===== config.mk =====
export PLATFORM = sky130hd
export DESIGN_NAME = rank_timing_guard
export DESIGN_NICKNAME = d
export VERILOG_FILES = /design/src/rtl/rtg_pkg.sv /design/src/rtl/rtg_cfg_unpack.sv /design/src/rtl/rtg_gap_counter.sv /design/src/rtl/rank_timing_guard.sv
export SDC_FILE = /design/constraint.sdc
export NUM_CORES = 1
export LEC_CHECK = 0
export BUFFER_PORTS_ARGS = -buffer_cell sky130_fd_sc_hd__clkbuf_2
export CAP_MARGIN = 10
export CORE_ASPECT_RATIO = 1.25
export CORE_MARGIN = 3
export CORE_UTILIZATION = 47
export CTS_CLUSTER_SIZE = 24
export DETAILED_ROUTE_END_ITERATION = 10
export GPL_ROUTABILITY_DRIVEN = 0
export PLACE_DENSITY_LB_ADDON = 0.1
export SETUP_SLACK_MARGIN = 0.15
export SLEW_MARGIN = 20
export SYNTH_ARGS = -nofsm -noshare
export SYNTH_HDL_FRONTEND = slang
export SYNTH_SLANG_ARGS = --single-unit

===== constraint.sdc =====
create_clock -name clk -period 1.61 [get_ports clk]
set_input_delay 0.2415 -clock clk [delete_from_list [all_inputs] [get_ports clk]]
set_output_delay 0.2415 -clock clk [all_outputs]
set_load 0.02 [all_outputs]

===== src/rtl/rtg_pkg.sv =====
// Shared types and field layout for the per-rank command timing guard.
// Assumes one rank and commands encoded as in rtg_cmd_e.
package rtg_pkg;

    typedef enum logic [1:0] {
        CMD_ACT = 2'd0,
        CMD_RD  = 2'd1,
        CMD_WR  = 2'd2,
        CMD_PRE = 2'd3
    } rtg_cmd_e;

    // Field widths inside the configuration word
    localparam int RP_W   = 4;
    localparam int RAS_W  = 5;
    localparam int RCD_W  = 4;
    localparam int RTP_W  = 4;
    localparam int WTP_W  = 5;
    localparam int CFG_W  = 32;

    // Field positions derived from widths (packed from bit 0 upward)
    localparam int RP_LSB  = 0;
    localparam int RAS_LSB = RP_LSB + RP_W;
    localparam int RCD_LSB = RAS_LSB + RAS_W;
    localparam int RTP_LSB = RCD_LSB + RCD_W;
    localparam int WTP_LSB = RTP_LSB + RTP_W;
    localparam int USED_W  = WTP_LSB + WTP_W;

    // Counter width able to hold any field
    localparam int CNT_W = 5;
    localparam int NUM_GAPS = 5;

    // Window indices
    localparam int GAP_RP  = 0;  // precharge -> activate
    localparam int GAP_RAS = 1;  // activate  -> precharge
    localparam int GAP_RCD = 2;  // activate  -> CAS
    localparam int GAP_RTP = 3;  // read CAS  -> precharge
    localparam int GAP_WTP = 4;  // write CAS -> precharge

    typedef struct packed {
        logic [WTP_W-1:0] wtp;
        logic [RTP_W-1:0] rtp;
        logic [RCD_W-1:0] rcd;
        logic [RAS_W-1:0] ras;
        logic [RP_W-1:0]  rp;
    } rtg_cfg_t;

endpackage


===== src/rtl/rtg_cfg_unpack.sv =====
// Splits the packed configuration word into spacing fields.
// Assumes the layout given by rtg_pkg; bits above USED_W are ignored.
module rtg_cfg_unpack
    import rtg_pkg::*;
(
    input  logic [CFG_W-1:0] cfg_word,
    output rtg_cfg_t         cfg
);

    logic [CFG_W-1:0] unused_hi;

    // Slice each field out of the word
    always_comb begin
        cfg.rp    = cfg_word[RP_LSB  +: RP_W];
        cfg.ras   = cfg_word[RAS_LSB +: RAS_W];
        cfg.rcd   = cfg_word[RCD_LSB +: RCD_W];
        cfg.rtp   = cfg_word[RTP_LSB +: RTP_W];
        cfg.wtp   = cfg_word[WTP_LSB +: WTP_W];
        unused_hi = cfg_word >> USED_W;
    end

    logic unused_ok;
    assign unused_ok = ^unused_hi;

endmodule


===== src/rtl/rtg_gap_counter.sv =====
// One spacing window: a saturating down-counter loaded on the
// constraining command. A limit of N allows the dependent command
// N edges after the load; 0 and 1 both mean the very next edge.
// Assumes limit is steady at the loading edge.
module rtg_gap_counter #(
    parameter int W = 5
) (
    input  logic         clk,
    input  logic         rst_n,
    input  logic         load,
    input  logic [W-1:0] limit,
    output logic         expired
);

    logic [W-1:0] cnt;
    logic [W-1:0] start;

    // Remaining edges to wait after the loading edge
    always_comb begin
        start = (limit == '0) ? '0 : limit - W'(1);
    end

    // Load on issue, otherwise count down and hold at zero
    always_ff @(posedge clk) begin
        if (!rst_n) begin
            cnt <= '0;
        end else if (load) begin
            cnt <= start;
        end else if (cnt != '0) begin
            cnt <= cnt - W'(1);
        end
    end

    assign expired = (cnt == '0);

endmodule


===== src/rtl/rank_timing_guard.sv =====
// Per-rank DRAM command timing guard. Tracks five same-rank spacings
// and reports, each cycle, which command types may issue at the next
// edge. Assumes cmd_valid marks a command actually sent to this rank.
module rank_timing_guard
    import rtg_pkg::*;
(
    input  logic             clk,
    input  logic             rst_n,
    input  logic [CFG_W-1:0] cfg_word,
    input  logic             cmd_valid,
    input  logic [1:0]       cmd_type,
    input  logic [1:0]       cand_type,
    output logic             allow_act,
    output logic             allow_rd,
    output logic             allow_wr,
    output logic             allow_pre,
    output logic             cand_ok
);

    rtg_cfg_t             cfg;
    logic [CNT_W-1:0]     gap_limit [NUM_GAPS];
    logic [NUM_GAPS-1:0]  gap_load;
    logic [NUM_GAPS-1:0]  gap_done;

    rtg_cfg_unpack u_unpack (
        .cfg_word (cfg_word),
        .cfg      (cfg)
    );

    // Widen each field to the common counter width
    always_comb begin
        gap_limit[GAP_RP]  = CNT_W'(cfg.rp);
        gap_limit[GAP_RAS] = CNT_W'(cfg.ras);
        gap_limit[GAP_RCD] = CNT_W'(cfg.rcd);
        gap_limit[GAP_RTP] = CNT_W'(cfg.rtp);
        gap_limit[GAP_WTP] = CNT_W'(cfg.wtp);
    end

    // Decide which windows the issued command starts
    always_comb begin
        gap_load          = '0;
        gap_load[GAP_RP]  = cmd_valid && (cmd_type == CMD_PRE);
        gap_load[GAP_RAS] = cmd_valid && (cmd_type == CMD_ACT);
        gap_load[GAP_RCD] = cmd_valid && (cmd_type == CMD_ACT);
        gap_load[GAP_RTP] = cmd_valid && (cmd_type == CMD_RD);
        gap_load[GAP_WTP] = cmd_valid && (cmd_type == CMD_WR);
    end

    for (genvar g = 0; g < NUM_GAPS; g++) begin : g_gap
        rtg_gap_counter #(.W(CNT_W)) u_ctr (
            .clk     (clk),
            .rst_n   (rst_n),
            .load    (gap_load[g]),
            .limit   (gap_limit[g]),
            .expired (gap_done[g])
        );
    end

    // Combine windows into per-type permissions
    always_comb begin
        allow_act = gap_done[GAP_RP];
        allow_rd  = gap_done[GAP_RCD];
        allow_wr  = gap_done[GAP_RCD];
        allow_pre = gap_done[GAP_RAS] & gap_done[GAP_RTP] & gap_done[GAP_WTP];
    end

    // Select the verdict for the candidate type
    always_comb begin
        unique case (cand_type)
            CMD_ACT: cand_ok = allow_act;
            CMD_RD:  cand_ok = allow_rd;
            CMD_WR:  cand_ok = allow_wr;
            default: cand_ok = allow_pre;
        endcase
    end

endmodule


==> flow_summary.html <==
<table>
<tr><th>Metric</th><th>Value</th></tr>
<tr><th colspan="2">Setup path</th></tr>
<tr><td>Slack of the worst reg-to-reg path</td><td>0 ns</td></tr>
<tr><td>Critical path required time</td><td>1.37 ns</td></tr>
<tr><td>Critical path class</td><td>reg2out</td></tr>
<tr><td>Cell with the biggest individual delay on the critical path</td><td>or4b_4</td></tr>
<tr><td>Kind of end point of the critical path</td><td>output pin</td></tr>
<tr><td>Worst R2R End</td><td>g_gap[2].u_ctr.cnt[1]</td></tr>
<tr><td>Startpoint of the lowest-slack register-to-register path</td><td>g_gap[2].u_ctr.cnt[1]</td></tr>
<tr><td>Critical path launch point</td><td>g_gap[0].u_ctr.cnt[0]</td></tr>
<tr><td>Worst path max stage delay</td><td>0.48 ns</td></tr>
<tr><td>Worst r2r path cells</td><td>8</td></tr>
<tr><td>Critical Path Start Type</td><td>flip-flop</td></tr>
<tr><td>Critical path, cell by cell</td><td>inv_2, ha_4, or4b_4, clkinv_4, a221oi_2, a21oi_2, clkbuf_8</td></tr>
<tr><td>Maximum fanout along the worst path</td><td>2</td></tr>
<tr><td>Worst EP arrival</td><td>1.66 ns</td></tr>
<tr><th colspan="2">Synthesis</th></tr>
<tr><td>Post-synthesis instance area</td><td>1660 µm²</td></tr>
<tr><td>Leading register cell type out of synthesis</td><td>dfxtp_1</td></tr>
<tr><td>Synthesized netlist cell count</td><td>203</td></tr>
<tr><td>Synth Register Bits</td><td>25</td></tr>
<tr><td>Net count of the mapped netlist</td><td>251</td></tr>
<tr><td>Synthesized area per cell</td><td>8.19 µm²</td></tr>
<tr><td>Distinct cell type count after synthesis</td><td>42</td></tr>
<tr><td>Post-synthesis sequential area ratio</td><td>30.1%</td></tr>
<tr><td>Synthesis warning total</td><td>0</td></tr>
<tr><td>Share of flip-flops with an asynchronous set or reset</td><td>0%</td></tr>
<tr><td>Count of flip-flops with a built-in enable after synthesis</td><td>0</td></tr>
<tr><th colspan="2">Timing</th></tr>
<tr><td>Number of max-slew violations in the final report</td><td>0</td></tr>
<tr><td>Min Tclk post-route</td><td>1.91 ns</td></tr>
<tr><td>Post-Route Hold Slack</td><td>0.206 ns</td></tr>
<tr><td>Relative slew slack</td><td>63.0%</td></tr>
<tr><td>Largest clock skew in the final design</td><td>0.00254 ns</td></tr>
<tr><td>RSZ-0062 raised after global routing</td><td>true</td></tr>
<tr><td>Crit path setup slack, layout</td><td>-0.295 ns</td></tr>
<tr><td>Final hold violations</td><td>0</td></tr>
<tr><td>Number of failing setup endpoints in the final timing report</td><td>5</td></tr>
<tr><td>Final critical-path share of the clock period</td><td>118%</td></tr>
<tr><td>Maximum clock frequency</td><td>0.525 GHz</td></tr>
<tr><td>Worst Max-Slew Pin Slew</td><td>0.555 ns</td></tr>
<tr><th colspan="2">Hold path</th></tr>
<tr><td>Hold Path End</td><td>g_gap[3].u_ctr.cnt[0]</td></tr>
<tr><td>Worst hold path startpoint</td><td>cfg_word[13]</td></tr>
<tr><td>Cell count of the worst hold path</td><td>2</td></tr>
<tr><td>Hold crit path type</td><td>in2reg</td></tr>
<tr><th colspan="2">Floorplanning</th></tr>
<tr><td>Floorplan row count</td><td>23</td></tr>
<tr><td>Io pins</td><td>44</td></tr>
<tr><td>Starting density of the core</td><td>50.2%</td></tr>
<tr><td>Total Die Area</td><td>4290 µm²</td></tr>
<tr><td>Core box area</td><td>3310 µm²</td></tr>
<tr><td>Die outline height</td><td>72.5 µm</td></tr>
<tr><td>Width of the die</td><td>59.2 µm</td></tr>
<tr><th colspan="2">Power</th></tr>
<tr><td>P_leak</td><td>1.07 nW</td></tr>
<tr><td>Power dissipated by switching net loads</td><td>0.00190 W</td></tr>
<tr><td>Clock share of power</td><td>7.6%</td></tr>
<tr><td>Sw Ratio</td><td>38.2%</td></tr>
<tr><td>Internal power</td><td>0.00307 W</td></tr>
<tr><td>Max rail drop VDD</td><td>1460 µV</td></tr>
<tr><td>Final Total Pwr</td><td>0.00496 W</td></tr>
<tr><td>Reg power frac</td><td>22.0%</td></tr>
<tr><td>Share of power burned in combinational logic</td><td>70.4%</td></tr>
<tr><td>Pwr/cell area</td><td>2020 nW/µm²</td></tr>
<tr><th colspan="2">Global route</th></tr>
<tr><td>Overall track demand over capacity in global routing</td><td>20.6%</td></tr>
<tr><td>Initial antenna violation count</td><td>0</td></tr>
<tr><td>Largest net degree at the start of global routing</td><td>29</td></tr>
<tr><td>Number of global-route vias before repair</td><td>1,700</td></tr>
<tr><td>Total gr overflow</td><td>0</td></tr>
<tr><td>Global-route wire length before repair</td><td>7.02 mm</td></tr>
<tr><th colspan="2">Detailed routing</th></tr>
<tr><td>Average wire per cell in the routed design</td><td>13.5 µm</td></tr>
<tr><td>Initial detailed-routing violation count</td><td>59</td></tr>
<tr><td>Detailed Routing Iterations Pass 1</td><td>4</td></tr>
<tr><td>Antenna-violating nets left</td><td>0</td></tr>
<tr><td>Post-route DRC</td><td>0</td></tr>
<tr><td>Final wirelength</td><td>4.14 mm</td></tr>
<tr><td>Routed vias</td><td>1,715</td></tr>
<tr><td>Number of vias per cell</td><td>5.60</td></tr>
<tr><th colspan="2">Clock network</th></tr>
<tr><td>Hold buffers post-CTS</td><td>0</td></tr>
<tr><td>Longest Clk Path Bufs</td><td>2</td></tr>
<tr><td>Clock transition at the registers of the reported paths</td><td>0.09 ns</td></tr>
<tr><td>Clock tree from TritonCTS</td><td>built</td></tr>
<tr><td>Master cell of the clock root buffer</td><td>clkbuf_8</td></tr>
<tr><td># H-tree levels</td><td>1</td></tr>
<tr><td>Clk Latency, worst-skew pair</td><td>0.27 ns</td></tr>
<tr><td>Total clock buffers created by CTS</td><td>3</td></tr>
<tr><td>Number of clock sinks</td><td>25</td></tr>
<tr><th colspan="2">Layout</th></tr>
<tr><td>Number of antenna repair diodes</td><td>0</td></tr>
<tr><td>Most common cell after layout, fill and taps aside</td><td>buf_4</td></tr>
<tr><td>Max FFs per register</td><td>25</td></tr>
<tr><td>Final design instance area without fill</td><td>2460 µm²</td></tr>
<tr><td>Largest registers ranked by flip-flop count</td><td>g_gap.u_ctr.cnt (25)</td></tr>
<tr><td>Commonest cells after routing, fill and taps aside</td><td>buf_4, clkbuf_2, dfxtp_1</td></tr>
<tr><td>Share of post-route cells with drive strength above 1</td><td>48.0%</td></tr>
<tr><td>Area grow syn2layout</td><td>47.9%</td></tr>
<tr><td>Final Core Density</td><td>74.3%</td></tr>
<tr><td>Layout Nets</td><td>318</td></tr>
<tr><td>Largest Register</td><td>g_gap.u_ctr.cnt</td></tr>
<tr><th colspan="2">Outcome</th></tr>
<tr><td>Result of the run</td><td>finished with violations</td></tr>
<tr><td>Failing checks</td><td>setup timing</td></tr>
<tr><th colspan="2">Placed design</th></tr>
<tr><td>Worst Setup Slack post-DPL</td><td>-0.0323 ns</td></tr>
<tr><td>Number of buffer cells added on primary ports</td><td>33</td></tr>
<tr><td>Detailed placement HPWL</td><td>3.03 mm</td></tr>
<tr><td>Post-DP Area</td><td>2020 µm²</td></tr>
<tr><th colspan="2">Job</th></tr>
<tr><td>Max-cap viol count</td><td>0</td></tr>
</table>
==> kinds of logic (layout without fill, tap and decap cells) <==
family / count (synthesis) / count (layout) / share of synthesized area (%)
muxes: 2 / 2 / 1.20
AOI/OAI and AO/OA: 50 / 50 / 20.2
DFF: 25 / 25 / 30.1
adders and majority gates: 9 / 9 / 6.78
and+or+nand+nor: 77 / 77 / 27.5
xor gates and xnor gates: 16 / 16 / 8.43
buffers and inverters: 24 / 90 / 5.80
==> layer usage <==
layer  GRT usage (%)  part of all wire [%]  up-vias
met3            2.14                   3.8        6
met5               0                     0        -
met1            23.9                    40      807
met2            38.5                    54       39
met4            6.05                   1.4        0
li1                -                     -      863
==> what timing repair did <==
action,in CTS,in global routing
setup buffers,14,4
cloned,0,0
gates resized for setup,39,29
pin swaps,8,9
setup endpoints to repair,12,23
==> synth_stat cells, types with 3 or more instances <==
cell type,count,share of area [%]
dfxtp_1,25,30
inv_1,17,3.8
nand2_1,15,3.4
nor3_1,15,4.5
xnor2_1,14,7.4
o21ai_0,13,3.9
nor2_1,12,2.7
nand3_1,10,3.0
ha_1,9,6.8
a21oi_1,8,2.4
a211oi_1,4,1.8
o21a_1,4,1.8
o31ai_1,4,1.8
o32ai_1,4,2.1
and2_1,3,1.1
and3_1,3,1.1
clkbuf_1,3,0.68
nand3b_1,3,1.4
o211a_1,3,1.8
o22ai_1,3,1.1
==> worst max-delay path by stage <==
stage / end / slack, ns
after floorplan: cand_ok / -0.06
after global placement: cand_ok / -0.01
after detailed placement: cand_ok / -0.03
after CTS: cand_ok / -0.34
after global routing: cand_ok / -0.37
final: cand_ok / -0.30
==> stage by stage <==
stage / std cells / TNS [ns]
floorplan: 203 / -0.0559
detailed placement: 284 / -0.0586
global route: 306 / -1.26
finish: 306 / -0.690
CTS: 302 / -0.743
global placement: 284 / -0.0121
==> layout make-up <==
class                   instances  area (µm²)
clock buffers                   3        41.3
inverters                      18        75.1
clock inverters                 1        5.00
flip-flops and latches         25         513
repair buffers                 68         490
well taps                      37        46.3
fillers                       261         852
multi-input cells             154        1290
==> worst max-delay path, delay by kind of cell, from the launching register on <==
family | cells | cell delay [ns]
AO/OA/AOI/OAI | 2 | 0.18
adder cells (fa/ha/maj) | 1 | 0.12
buffers and inverters | 3 | 0.29
AND/OR/NAND/NOR | 1 | 0.48
flip-flops | 1 | 0.33
==> power groups by stage <==
stage / registers [W] / logic, W / clock network (W)
3_5_place_dp: 0.00108 / 0.00236 / 0
3_3_place_gp: 0.00107 / 0.00228 / 0
2_1_floorplan: 0.00105 / 0.00166 / 0
6_report: 0.00109 / 0.00350 / 0.000378
4_1_cts: 0.00108 / 0.00309 / 0.000396
5_1_grt: 0.00113 / 0.00382 / 0.000412
(Power assumes the default switching activity.)
